--- src/rtl/rob_pkg.sv ---
package rob_pkg;
   // Reason for a recovery pulse
   typedef enum logic [1:0] {
      RCV_NONE = 2'd0,
      RCV_EXC  = 2'd1,
      RCV_MISP = 2'd2
   } rcv_cause_e;
endpackage

--- src/rtl/rob_ptr_ctrl.sv ---
module rob_ptr_ctrl #(
   parameter int DEPTH = 16,
   localparam int AW = $clog2(DEPTH)
) (
   input  logic          clk,
   input  logic          rst_n,
   input  logic          alloc_fire,
   input  logic          retire_fire,
   input  logic          rcv_exc,
   input  logic          rcv_misp,
   input  logic [AW-1:0] misp_idx,
   output logic [AW-1:0] head_idx,
   output logic [AW-1:0] tail_idx,
   output logic          full,
   output logic          empty
);
   // pointers carry one extra wrap bit
   logic [AW:0]   head_q, tail_q;
   logic [AW-1:0] misp_dist;
   logic [AW:0]   misp_tail;

   assign head_idx  = head_q[AW-1:0];
   assign tail_idx  = tail_q[AW-1:0];
   assign empty     = (head_q == tail_q);
   assign full      = (head_q[AW] != tail_q[AW]) && (head_q[AW-1:0] == tail_q[AW-1:0]);
   assign misp_dist = misp_idx - head_q[AW-1:0];
   assign misp_tail = head_q + {1'b0, misp_dist} + {{AW{1'b0}}, 1'b1};

   always_ff @(posedge clk or negedge rst_n) begin
      if (!rst_n) begin
         head_q <= '0;
         tail_q <= '0;
      end else begin
         if (retire_fire)
            head_q <= head_q + {{AW{1'b0}}, 1'b1};
         if (rcv_exc)
            tail_q <= head_q;
         else if (rcv_misp)
            tail_q <= misp_tail;
         else if (alloc_fire)
            tail_q <= tail_q + {{AW{1'b0}}, 1'b1};
      end
   end
endmodule

--- src/rtl/rob_entry_store.sv ---
module rob_entry_store #(
   parameter int DEPTH = 16,
   parameter int PC_W  = 32,
   parameter int XLEN  = 32,
   parameter int RW    = 5,
   parameter int EXC_W = 4,
   localparam int AW   = $clog2(DEPTH)
) (
   input  logic             clk,
   input  logic             rst_n,
   input  logic             alloc_fire,
   input  logic [AW-1:0]    alloc_idx,
   input  logic [PC_W-1:0]  alloc_pc,
   input  logic [RW-1:0]    alloc_rd,
   input  logic             alloc_we,
   input  logic             alloc_br,
   input  logic             cmp_valid,
   input  logic [AW-1:0]    cmp_idx,
   input  logic [XLEN-1:0]  cmp_data,
   input  logic [EXC_W-1:0] cmp_exc,
   input  logic             res_valid,
   input  logic [AW-1:0]    res_idx,
   input  logic [DEPTH-1:0] kill_mask,
   input  logic             retire_fire,
   input  logic [AW-1:0]    head_idx,
   output logic [DEPTH-1:0] valid_vec,
   output logic             head_valid,
   output logic             head_done,
   output logic [EXC_W-1:0] head_exc,
   output logic [PC_W-1:0]  head_pc,
   output logic [RW-1:0]    head_rd,
   output logic             head_we,
   output logic [XLEN-1:0]  head_data,
   output logic             unresolved_any
);
   logic [DEPTH-1:0] valid_q, done_q, we_q, br_q;
   logic [EXC_W-1:0] exc_q  [DEPTH];
   logic [PC_W-1:0]  pc_q   [DEPTH];
   logic [RW-1:0]    rd_q   [DEPTH];
   logic [XLEN-1:0]  data_q [DEPTH];

   always_ff @(posedge clk or negedge rst_n) begin
      if (!rst_n) begin
         valid_q <= '0;
         done_q  <= '0;
         we_q    <= '0;
         br_q    <= '0;
         for (int i = 0; i < DEPTH; i++) begin
            exc_q[i]  <= '0;
            pc_q[i]   <= '0;
            rd_q[i]   <= '0;
            data_q[i] <= '0;
         end
      end else begin
         for (int i = 0; i < DEPTH; i++) begin
            if (alloc_fire && alloc_idx == AW'(i)) begin
               valid_q[i] <= 1'b1;
               done_q[i]  <= 1'b0;
               exc_q[i]   <= '0;
               pc_q[i]    <= alloc_pc;
               rd_q[i]    <= alloc_rd;
               we_q[i]    <= alloc_we;
               br_q[i]    <= alloc_br;
               data_q[i]  <= '0;
            end else begin
               // writebacks only land on live entries
               if (valid_q[i] && cmp_valid && cmp_idx == AW'(i)) begin
                  done_q[i] <= 1'b1;
                  exc_q[i]  <= cmp_exc;
                  data_q[i] <= cmp_data;
               end
               if (valid_q[i] && res_valid && res_idx == AW'(i))
                  done_q[i] <= 1'b1;
               if (kill_mask[i] || (retire_fire && head_idx == AW'(i)))
                  valid_q[i] <= 1'b0;
            end
         end
      end
   end

   assign valid_vec      = valid_q;
   assign head_valid     = valid_q[head_idx];
   assign head_done      = done_q[head_idx];
   assign head_exc       = exc_q[head_idx];
   assign head_pc        = pc_q[head_idx];
   assign head_rd        = rd_q[head_idx];
   assign head_we        = we_q[head_idx];
   assign head_data      = data_q[head_idx];
   assign unresolved_any = |(valid_q & br_q & ~done_q);
endmodule

--- src/rtl/rob_arf.sv ---
module rob_arf #(
   parameter int NREG    = 32,
   parameter int XLEN    = 32,
   parameter bit ZERO_R0 = 1'b1,
   localparam int RW     = $clog2(NREG)
) (
   input  logic            clk,
   input  logic            rst_n,
   input  logic            we,
   input  logic [RW-1:0]   waddr,
   input  logic [XLEN-1:0] wdata,
   input  logic [RW-1:0]   raddr,
   output logic [XLEN-1:0] rdata
);
   logic [XLEN-1:0] regs [NREG];

   generate
      if (ZERO_R0) begin : g_zero_r0
         always_ff @(posedge clk or negedge rst_n) begin
            if (!rst_n) begin
               for (int i = 0; i < NREG; i++) regs[i] <= '0;
            end else if (we && waddr != '0) begin
               regs[waddr] <= wdata;
            end
         end
      end else begin : g_plain
         always_ff @(posedge clk or negedge rst_n) begin
            if (!rst_n) begin
               for (int i = 0; i < NREG; i++) regs[i] <= '0;
            end else if (we) begin
               regs[waddr] <= wdata;
            end
         end
      end
   endgenerate

   assign rdata = regs[raddr];
endmodule

--- src/rtl/rob_core.sv ---
module rob_core #(
   parameter int DEPTH     = 16,
   parameter int NUM_AREGS = 32,
   parameter int XLEN      = 32,
   parameter int PC_W      = 32,
   parameter int EXC_W     = 4,
   parameter bit ZERO_R0   = 1'b1,
   localparam int AW       = $clog2(DEPTH),
   localparam int RW       = $clog2(NUM_AREGS)
) (
   input  logic             clk,
   input  logic             rst_n,
   input  logic             alloc_valid,
   input  logic [PC_W-1:0]  alloc_pc,
   input  logic [RW-1:0]    alloc_rd,
   input  logic             alloc_wr_en,
   input  logic             alloc_is_br,
   output logic             alloc_ready,
   output logic [AW-1:0]    alloc_tag,
   output logic             alloc_spec,
   input  logic             cmp_valid,
   input  logic [AW-1:0]    cmp_tag,
   input  logic [XLEN-1:0]  cmp_data,
   input  logic [EXC_W-1:0] cmp_exc,
   input  logic             br_valid,
   input  logic [AW-1:0]    br_tag,
   input  logic             br_mispredict,
   input  logic [PC_W-1:0]  br_target,
   output logic             commit_valid,
   output logic             commit_we,
   output logic [RW-1:0]    commit_rd,
   output logic [XLEN-1:0]  commit_data,
   output logic             flush,
   output logic             flush_exc,
   output logic [PC_W-1:0]  redirect_pc,
   input  logic [RW-1:0]    arf_raddr,
   output logic [XLEN-1:0]  arf_rdata
);
   import rob_pkg::*;

   generate
      if (DEPTH < 2 || (DEPTH & (DEPTH - 1)) != 0) begin : g_bad_depth
         $error("rob_core: DEPTH must be a power of two >= 2");
      end
      if (NUM_AREGS < 2 || (NUM_AREGS & (NUM_AREGS - 1)) != 0) begin : g_bad_regs
         $error("rob_core: NUM_AREGS must be a power of two >= 2");
      end
      if (EXC_W < 1) begin : g_bad_exc
         $error("rob_core: EXC_W must be at least 1");
      end
   endgenerate

   logic [AW-1:0]    head_idx, tail_idx;
   logic             full_w, empty_w;
   logic [DEPTH-1:0] valid_vec, kill_mask;
   logic             head_valid, head_done, head_we, unres_any;
   logic [EXC_W-1:0] head_exc;
   logic [PC_W-1:0]  head_pc;
   logic [RW-1:0]    head_rd;
   logic [XLEN-1:0]  head_data;
   logic             head_finished, exc_at_head, retire_fire, br_hit, misp_w, alloc_fire;
   logic [AW-1:0]    br_age;
   rcv_cause_e       cause;

   assign head_finished = head_valid && head_done;
   assign exc_at_head   = head_finished && (head_exc != '0);
   assign retire_fire   = head_finished && (head_exc == '0);
   assign br_hit        = br_valid && valid_vec[br_tag];
   // an excepting head is older than any branch, so it takes precedence
   assign misp_w        = br_hit && br_mispredict && !exc_at_head;

   always_comb begin
      cause = RCV_NONE;
      if (exc_at_head) cause = RCV_EXC;
      else if (misp_w) cause = RCV_MISP;
   end

   assign flush       = (cause != RCV_NONE);
   assign flush_exc   = (cause == RCV_EXC);
   assign redirect_pc = (cause == RCV_EXC)  ? head_pc :
                        (cause == RCV_MISP) ? br_target : '0;

   assign alloc_ready = !full_w && !flush;
   assign alloc_fire  = alloc_valid && alloc_ready;
   assign alloc_tag   = tail_idx;
   assign alloc_spec  = unres_any;

   assign commit_valid = retire_fire;
   assign commit_we    = retire_fire && head_we;
   assign commit_rd    = head_rd;
   assign commit_data  = head_data;

   assign br_age = br_tag - head_idx;

   for (genvar g = 0; g < DEPTH; g++) begin : g_kill
      logic [AW-1:0] age_g;
      assign age_g        = AW'(g) - head_idx;
      assign kill_mask[g] = (cause == RCV_EXC) || ((cause == RCV_MISP) && (age_g > br_age));
   end

   rob_ptr_ctrl #(.DEPTH(DEPTH)) u_ptr (
      .clk         (clk),
      .rst_n       (rst_n),
      .alloc_fire  (alloc_fire),
      .retire_fire (retire_fire),
      .rcv_exc     (cause == RCV_EXC),
      .rcv_misp    (cause == RCV_MISP),
      .misp_idx    (br_tag),
      .head_idx    (head_idx),
      .tail_idx    (tail_idx),
      .full        (full_w),
      .empty       (empty_w)
   );

   rob_entry_store #(
      .DEPTH(DEPTH), .PC_W(PC_W), .XLEN(XLEN), .RW(RW), .EXC_W(EXC_W)
   ) u_store (
      .clk            (clk),
      .rst_n          (rst_n),
      .alloc_fire     (alloc_fire),
      .alloc_idx      (tail_idx),
      .alloc_pc       (alloc_pc),
      .alloc_rd       (alloc_rd),
      .alloc_we       (alloc_wr_en),
      .alloc_br       (alloc_is_br),
      .cmp_valid      (cmp_valid),
      .cmp_idx        (cmp_tag),
      .cmp_data       (cmp_data),
      .cmp_exc        (cmp_exc),
      .res_valid      (br_hit),
      .res_idx        (br_tag),
      .kill_mask      (kill_mask),
      .retire_fire    (retire_fire),
      .head_idx       (head_idx),
      .valid_vec      (valid_vec),
      .head_valid     (head_valid),
      .head_done      (head_done),
      .head_exc       (head_exc),
      .head_pc        (head_pc),
      .head_rd        (head_rd),
      .head_we        (head_we),
      .head_data      (head_data),
      .unresolved_any (unres_any)
   );

   rob_arf #(.NREG(NUM_AREGS), .XLEN(XLEN), .ZERO_R0(ZERO_R0)) u_arf (
      .clk   (clk),
      .rst_n (rst_n),
      .we    (commit_we),
      .waddr (head_rd),
      .wdata (head_data),
      .raddr (arf_raddr),
      .rdata (arf_rdata)
   );
endmodule

--- config.mk ---
export PLATFORM = sky130hd
export DESIGN_NAME = rob_core
export DESIGN_NICKNAME = d
export VERILOG_FILES = /design/src/rtl/rob_pkg.sv /design/src/rtl/rob_ptr_ctrl.sv /design/src/rtl/rob_entry_store.sv /design/src/rtl/rob_arf.sv /design/src/rtl/rob_core.sv
export SDC_FILE = /design/constraint.sdc
export NUM_CORES = 2
export LEC_CHECK = 0
export BUFFER_PORTS_ARGS = -buffer_cell sky130_fd_sc_hd__buf_2
export CAP_MARGIN = 20
export CORE_MARGIN = 2
export CORE_UTILIZATION = 55
export DETAILED_ROUTE_END_ITERATION = 10
export PLACE_DENSITY = 0.71
export SLEW_MARGIN = 20
export SYNTH_ARGS = -nofsm -noshare
export SYNTH_HDL_FRONTEND = slang
export SYNTH_SLANG_ARGS = --single-unit
--- constraint.sdc ---
create_clock -name clk -period 7.6 [get_ports clk]
set_input_delay 1.14 -clock clk [delete_from_list [all_inputs] [get_ports clk]]
set_output_delay 1.14 -clock clk [all_outputs]
set_load 0.1 [all_outputs]
# After elaboration in Yosys (flattened, before gate mapping)

Cells that the tools add are included.

Multiplexer cells: 177
Reduce and logical (&&, ||, !) cells: 217
Magnitude comparators: 22
Bitwise logic cells: 6
Eq/ne operators: 64
$add $sub $neg: 21

Operator list:

| kind                | count |
|---|---|
| $mux 32             | 41 |
| $bwmux 1024         | 1 |
| $bmux 32 s4         | 2 |
| $bmux 32 s5         | 1 |
| $demux 32 s5        | 1 |
| $mux 4              | 34 |
| $eq 4x4->1 const B  | 32 |
| $logic_and 1x1->1   | 124 |
| $mux 1              | 84 |
| $reduce_bool 2->1   | 33 |
| $eq 4x3->1 const B  | 16 |
| $gt 4x4->1          | 16 |
| $reduce_bool 3->1   | 17 |
| $and 16x16->16      | 2 |
| $eq 4x2->1 const B  | 8 |
| $logic_or 1x1->1    | 32 |
| $sub 4x4->4 const A | 8 |
| $mux 5              | 5 |
| $bmux 5 s4          | 1 |
| $logic_not 4->1     | 5 |
| $bmux 1 s4          | 4 |
| $bmux 4 s4          | 1 |
| $eq 4x1->1 const B  | 4 |
| $not 16->16         | 1 |
| 21 further kinds    | 34 |

Flip-flop bits (word level): 2,266
Logic and storage cells: 669

# Longest topological paths before layout

Word-level depth: 17
Gate-level depth with buffers: 15
Mapped depth without buffers: 12

# Cells and area by module

A second synthesis with hierarchy kept.

Cell total of the unflattened synthesis: 8,747
Area total of the unflattened synthesis: 108,337.7 µm²

Modules (own cells, without submodules):

| module          | sequential area each (µm²) | area each (µm²) | cells each | instances |
|---|---|---|---|---|
| rob_entry_store | 30,829.6                   | 58,542.4        | 4,916      | 1 |
| rob_arf         | 25,624.6                   | 47,159.0        | 3,443      | 1 |
| rob_core        | 0.0                        | 1,760.4         | 296        | 1 |
| rob_ptr_ctrl    | 250.2                      | 875.8           | 92         | 1 |

# Worst setup path before layout

OpenSTA, ideal clock, no wires.

Path type: input-to-output
From: input port br_tag[0]
To: output port alloc_ready
Path slack: 1.612 ns
Buffers on the path: 3
Data arrival time: 4.848 ns
Required time: 6.460 ns
Cell stages on the path: 10
Cells stage by stage: clkbuf_1 > mux4_2 > nor2_1 > nor4b_1 > o21a_1 > clkbuf_1 > clkbuf_1 > inv_1 > nand2_1 > nor2_1

Word-level cells in the longest chain between the ends: 10

RTL lines:

| element                         | RTL line       | RTL |
|---|---|---|
| start: declaration              | rob_core.sv:26 | `input logic [AW-1:0] br_tag,` |
| $bmux 1 s4                      | rob_core.sv:68 | `assign br_hit = br_valid && valid_vec[br_tag];` |
| $mux 1 (implied by the code)    | rob_core.sv:68 |  |
| $logic_and 1x1->1               | rob_core.sv:68 |  |
| $logic_and 1x1->1 (2 in series) | rob_core.sv:70 | `assign misp_w = br_hit && br_mispredict && !exc_at_head;` |
| $mux 2                          | rob_core.sv:75 | `else if (misp_w) cause = RCV_MISP;` |
| $mux 2                          | rob_core.sv:74 | `if (exc_at_head) cause = RCV_EXC;` |
| $reduce_bool 2->1               | rob_core.sv:78 | `assign flush = (cause != RCV_NONE);` |
| via flush                       | rob_core.sv:33 | `output logic flush,` |
| $logic_not 1->1                 | rob_core.sv:83 | `assign alloc_ready = !full_w && !flush;` |
| $logic_and 1x1->1               | rob_core.sv:83 |  |
| end: declaration                | rob_core.sv:18 | `output logic alloc_ready,` |

The timed path passes the listed nets, and every way through them passes these cells. The select of a mux whose other input is x is not followed.

# Worst setup path after layout

From: register u_ptr.head_q[3]
To: output port alloc_ready

Word-level cells in the longest chain between the ends: 13
Elaborated cells between the ends (all ways): 21

RTL lines:

| element                                    | RTL line              | RTL |
|---|---|---|
| start: declaration                         | rob_ptr_ctrl.sv:18    | `logic [AW:0] head_q, tail_q;` |
| start signal: assignment                   | rob_ptr_ctrl.sv:35    | `head_q <= head_q + {{AW{1'b0}}, 1'b1};` |
| $not 4->5 (implied by the code)            | rob_entry_store.sv:84 | `assign head_exc = exc_q[head_idx];` |
| $bmux 4 s4                                 | rob_entry_store.sv:84 |  |
| $mux 4 (implied by the code) (2 in series) | rob_entry_store.sv:84 |  |
| $reduce_bool 4->1                          | rob_core.sv:66        | `assign exc_at_head = head_finished && (head_exc != '0);` |
| $logic_and 1x1->1                          | rob_core.sv:66        |  |
| $logic_not 1->1                            | rob_core.sv:70        |  |
| $logic_and 1x1->1                          | rob_core.sv:70        |  |
| $mux 2                                     | rob_core.sv:75        |  |
| $mux 2                                     | rob_core.sv:74        |  |
| $reduce_bool 2->1                          | rob_core.sv:78        |  |
| $logic_not 1->1                            | rob_core.sv:83        |  |
| $logic_and 1x1->1 (*)                      | rob_core.sv:83        |  |

Every way passes the cells marked *; elsewhere a longest branch is shown, timed or not. The select of a mux whose other input is x is not followed.

==> flow_summary_export.csv <==
group,metric,value,unit
route,drt-vias-per-instance,6.47,
timing,worst_slew_pin_slew,1.21,ns
timing,setup_viol,0,
final_layout,drive_gt1_frac,0.384,
setup_path,cp_cell_sequence,"buf_4 -> nor2b_1 -> o211ai_1 -> and4_1 -> o21bai_4 -> buf_4 -> nand2_1 -> nor2_1 -> buf_2",
synthesis,yosys-top-cells-area,"dfrtp_1 54%, mux2_2 16%, mux4_2 14%",
synthesis,synth.distinct_cells,62,
timing,fin_crit,6.44,ns
final_layout,syn_to_final_growth,10.2,%
clocking,clock-sinks,2266,
setup_path,cp_max_fo,55,
synthesis,yosys.area.top_type,"dfrtp_1",
clocking,htree_num_levels,4,
flow_run,drv_cap,0,
clocking,cts_tree,"done",
setup_path,reg2reg_slack,2.07,ns
grt,grt_pass1_wl,440,mm
synthesis,yosys_warnings,0,
setup_path,crit_top_cell,"buf_4",
grt,grt_start_max_net_pins,178,
timing,post-route-period-util,0.847,
clocking,clockBufferDepth,3,
floorplanning,die_h,441,um
synthesis,synth_area,105000,um2
final_layout,fillers,14180,
setup_path,critical_path_required,6.46,ns
floorplanning,core_area,190000,um2
timing,clock.fmax,155,MHz
timing,fin_skew,0.0608,ns
placed_design,hpwl,163,mm
setup_path,critPathSlowestCell,"dfrtp_4",
pwr,power_density,368,nW/um2
route,drc,0,
timing,tns,0,ns
setup_path,slowest_delay,0.76,ns
final_layout,multi_input_area,45100,um2
timing,drv_slew,0,
synthesis,synth.most_common_cell,"dfrtp_1",
setup_path,critPathCaptureType,"primary output",
pwr,p_leak,53.2,nW
setup_path,crit_type,"flop to primary output",
grt,grt_usage,0.302,
setup_path,arrival,5.30,ns
grt,grt.overflow.total,0,
route,routed-via-count,66657,
route,wirelength,291,mm
floorplanning,rows,160,
synthesis,synth-edff-count,0,
clocking,hold_buffers,0,
synthesis,synth.avg_cell_area,13.6,um2
timing,slew_headroom,0.190,
floorplanning,ioPinCount,237,
final_layout,nets,7754,
clocking,cts_setup_buffers,0,
route,drtPass1Iterations,8,
pwr,ir_drop,0.383,mV
clocking,root_buffer,"clkbuf_16",
route,wl_per_cell,28.3,um
hold_path,min_path_type,"input pin to async pin",
route,postRouteAntennaNets,0,
grt,grt_pass1_vias,69533,
synthesis,yosysSeqAreaShare,0.541,
setup_path,reg2reg_depth,11,
run_status,outcome,"complete, no violations",
setup_path,start_kind,"flop",
setup_path,r2r_start,"u_ptr.head_q[3]",
synthesis,netlist.area_leader.share,0.541,
synthesis,syn_nets,7908,
timing,final-hold-violation-count,0,
grt,antenna_found_initial,38,
synthesis,synthFlopType,"dfrtp_1",
pwr,finalPower,42.5,mW
setup_path,r2r-end,"u_store.br_q[13]",
synthesis,synth_common_cells,"2266 x dfrtp_1, 1450 x mux2_2, 1273 x nand2_1, 669 x mux4_2, 604 x a21oi_1",
placed_design,gp_congestion,0.885,
clocking,cts_buffers,226,
clocking,post_cts_resized,0,
clocking,clk_latency,0.88,ns
timing,rsz0062_at_grt,"no",
route,dr.first_iter.drc_count,7014,
floorplanning,die_w,441,um
synthesis,syn_inst,7737,
floorplanning,die_area,194000,um2
floorplanning,start_util,0.553,
synthesis,synthArstFlopShare,1.00,
clocking,clk_pin_slew,0.07,ns
placed_design,numPortBuffers,236,
final_layout,regArea,56700,um2
synthesis,synth_seq_cells,2266,
[through the flow]
stage	setup WS, ns	instances	utilization	instance area, um2	hold WS, ns
6_report	1.16	10296	0.609	116000	0.299
5_1_grt	0.992	10294	0.609	116000	0.370
4_1_cts	1.22	10277	0.609	116000	0.315
3_5_place_dp	2.19	9865	0.568	108000	0.363
3_3_place_gp	2.25	9864	0.568	108000	0.360
2_1_floorplan	1.61	7737	-	105000	0.425
[cell usage in the layout (no fill, tap or decap), types with 20 or more instances in the layout]
master,n
nand2_1,1257
ha_1,44
buf_12,20
clkbuf_8,49
o21ai_0,20
xnor2_1,21
clkbuf_16,226
nand3_1,83
a21oi_1,604
nor2_1,35
inv_1,27
mux4_2,669
nand3b_1,20
mux2_2,1450
dfrtp_1,2262
clkbuf_1,50
buf_2,231
buf_4,148
nand2_2,20
bufinv_16,22
clkinv_2,41
mux2_1,203
[per-layer routing]
| metal | up-vias | global-route usage | part of all wire |
|---|---|---|---|
| met4 | 18 | 0.132 | 0.047 |
| li1 | 27430 | - | - |
| met1 | 35531 | 0.405 | 0.40 |
| met2 | 2858 | 0.492 | 0.49 |
| met3 | 820 | 0.0480 | 0.067 |
| met5 | - | 0 | 0.00037 |
[worst max-delay path, delay by kind of cell (launching register included)]
kind                   cells  cell delay, ns
buffers and inverters      3            1.79
AND/OR/NAND/NOR            4            1.44
flip-flops                 1            0.76
AO/OA/AOI/OAI              2            0.39
[sequential cells by signal, indices dropped and copies added (netlist names)]
register           count
u_arf.regs          1024
u_ptr.head_q           5
u_ptr.tail_q           5
u_store.br_q          16
u_store.data_q       512
u_store.done_q        16
u_store.exc_q         64
u_store.pc_q         512
u_store.rd_q          80
u_store.valid_vec     16
u_store.we_q          16
[worst max-delay path by stage]
| stage | start | end | slack [ns] | depth (start not counted) |
|---|---|---|---|---|
| after global routing | u_ptr.head_q[1] | redirect_pc[4] | 0.99 | 10 |
| after CTS | u_ptr.head_q[1] | redirect_pc[4] | 1.22 | 10 |
| after global placement | u_ptr.head_q[3] | redirect_pc[4] | 2.25 | 11 |
| final | u_ptr.head_q[3] | alloc_ready | 1.16 | 9 |
| after detailed placement | u_ptr.head_q[3] | alloc_ready | 2.19 | 9 |
| after floorplan | br_tag[0] | alloc_ready | 1.61 | 10 |
[final cells by class]
type,instances,share of cell area
Multi-Input combinational cell,4653,0.390
Sequential cell,2266,0.491
Tap cell,2511,0.0272
Inverter,32,0.00108
Timing Repair Buffer,404,0.0238
Clock buffer,325,0.0564
Antenna cell,18,0.000390
Clock inverter,87,0.0102
[where the power goes]
part | leakage, nW | internal, mW | switching (mW) | total [mW]
sequential | 30.4 | 15.1 | 1.82 | 16.9
combinational | 19.0 | 5.77 | 8.28 | 14.1
clock | 3.80 | 6.71 | 4.85 | 11.6
[cell families after synthesis]
logic type | share of synthesized area
flops | 0.541
xor+xnor | 0.00234
compound gates | 0.0356
fa+ha+maj | 0.00649
simple gates | 0.0603
buf+inv | 0.0320
mux | 0.322
Note: power is estimated with default switching activity, not from simulation.
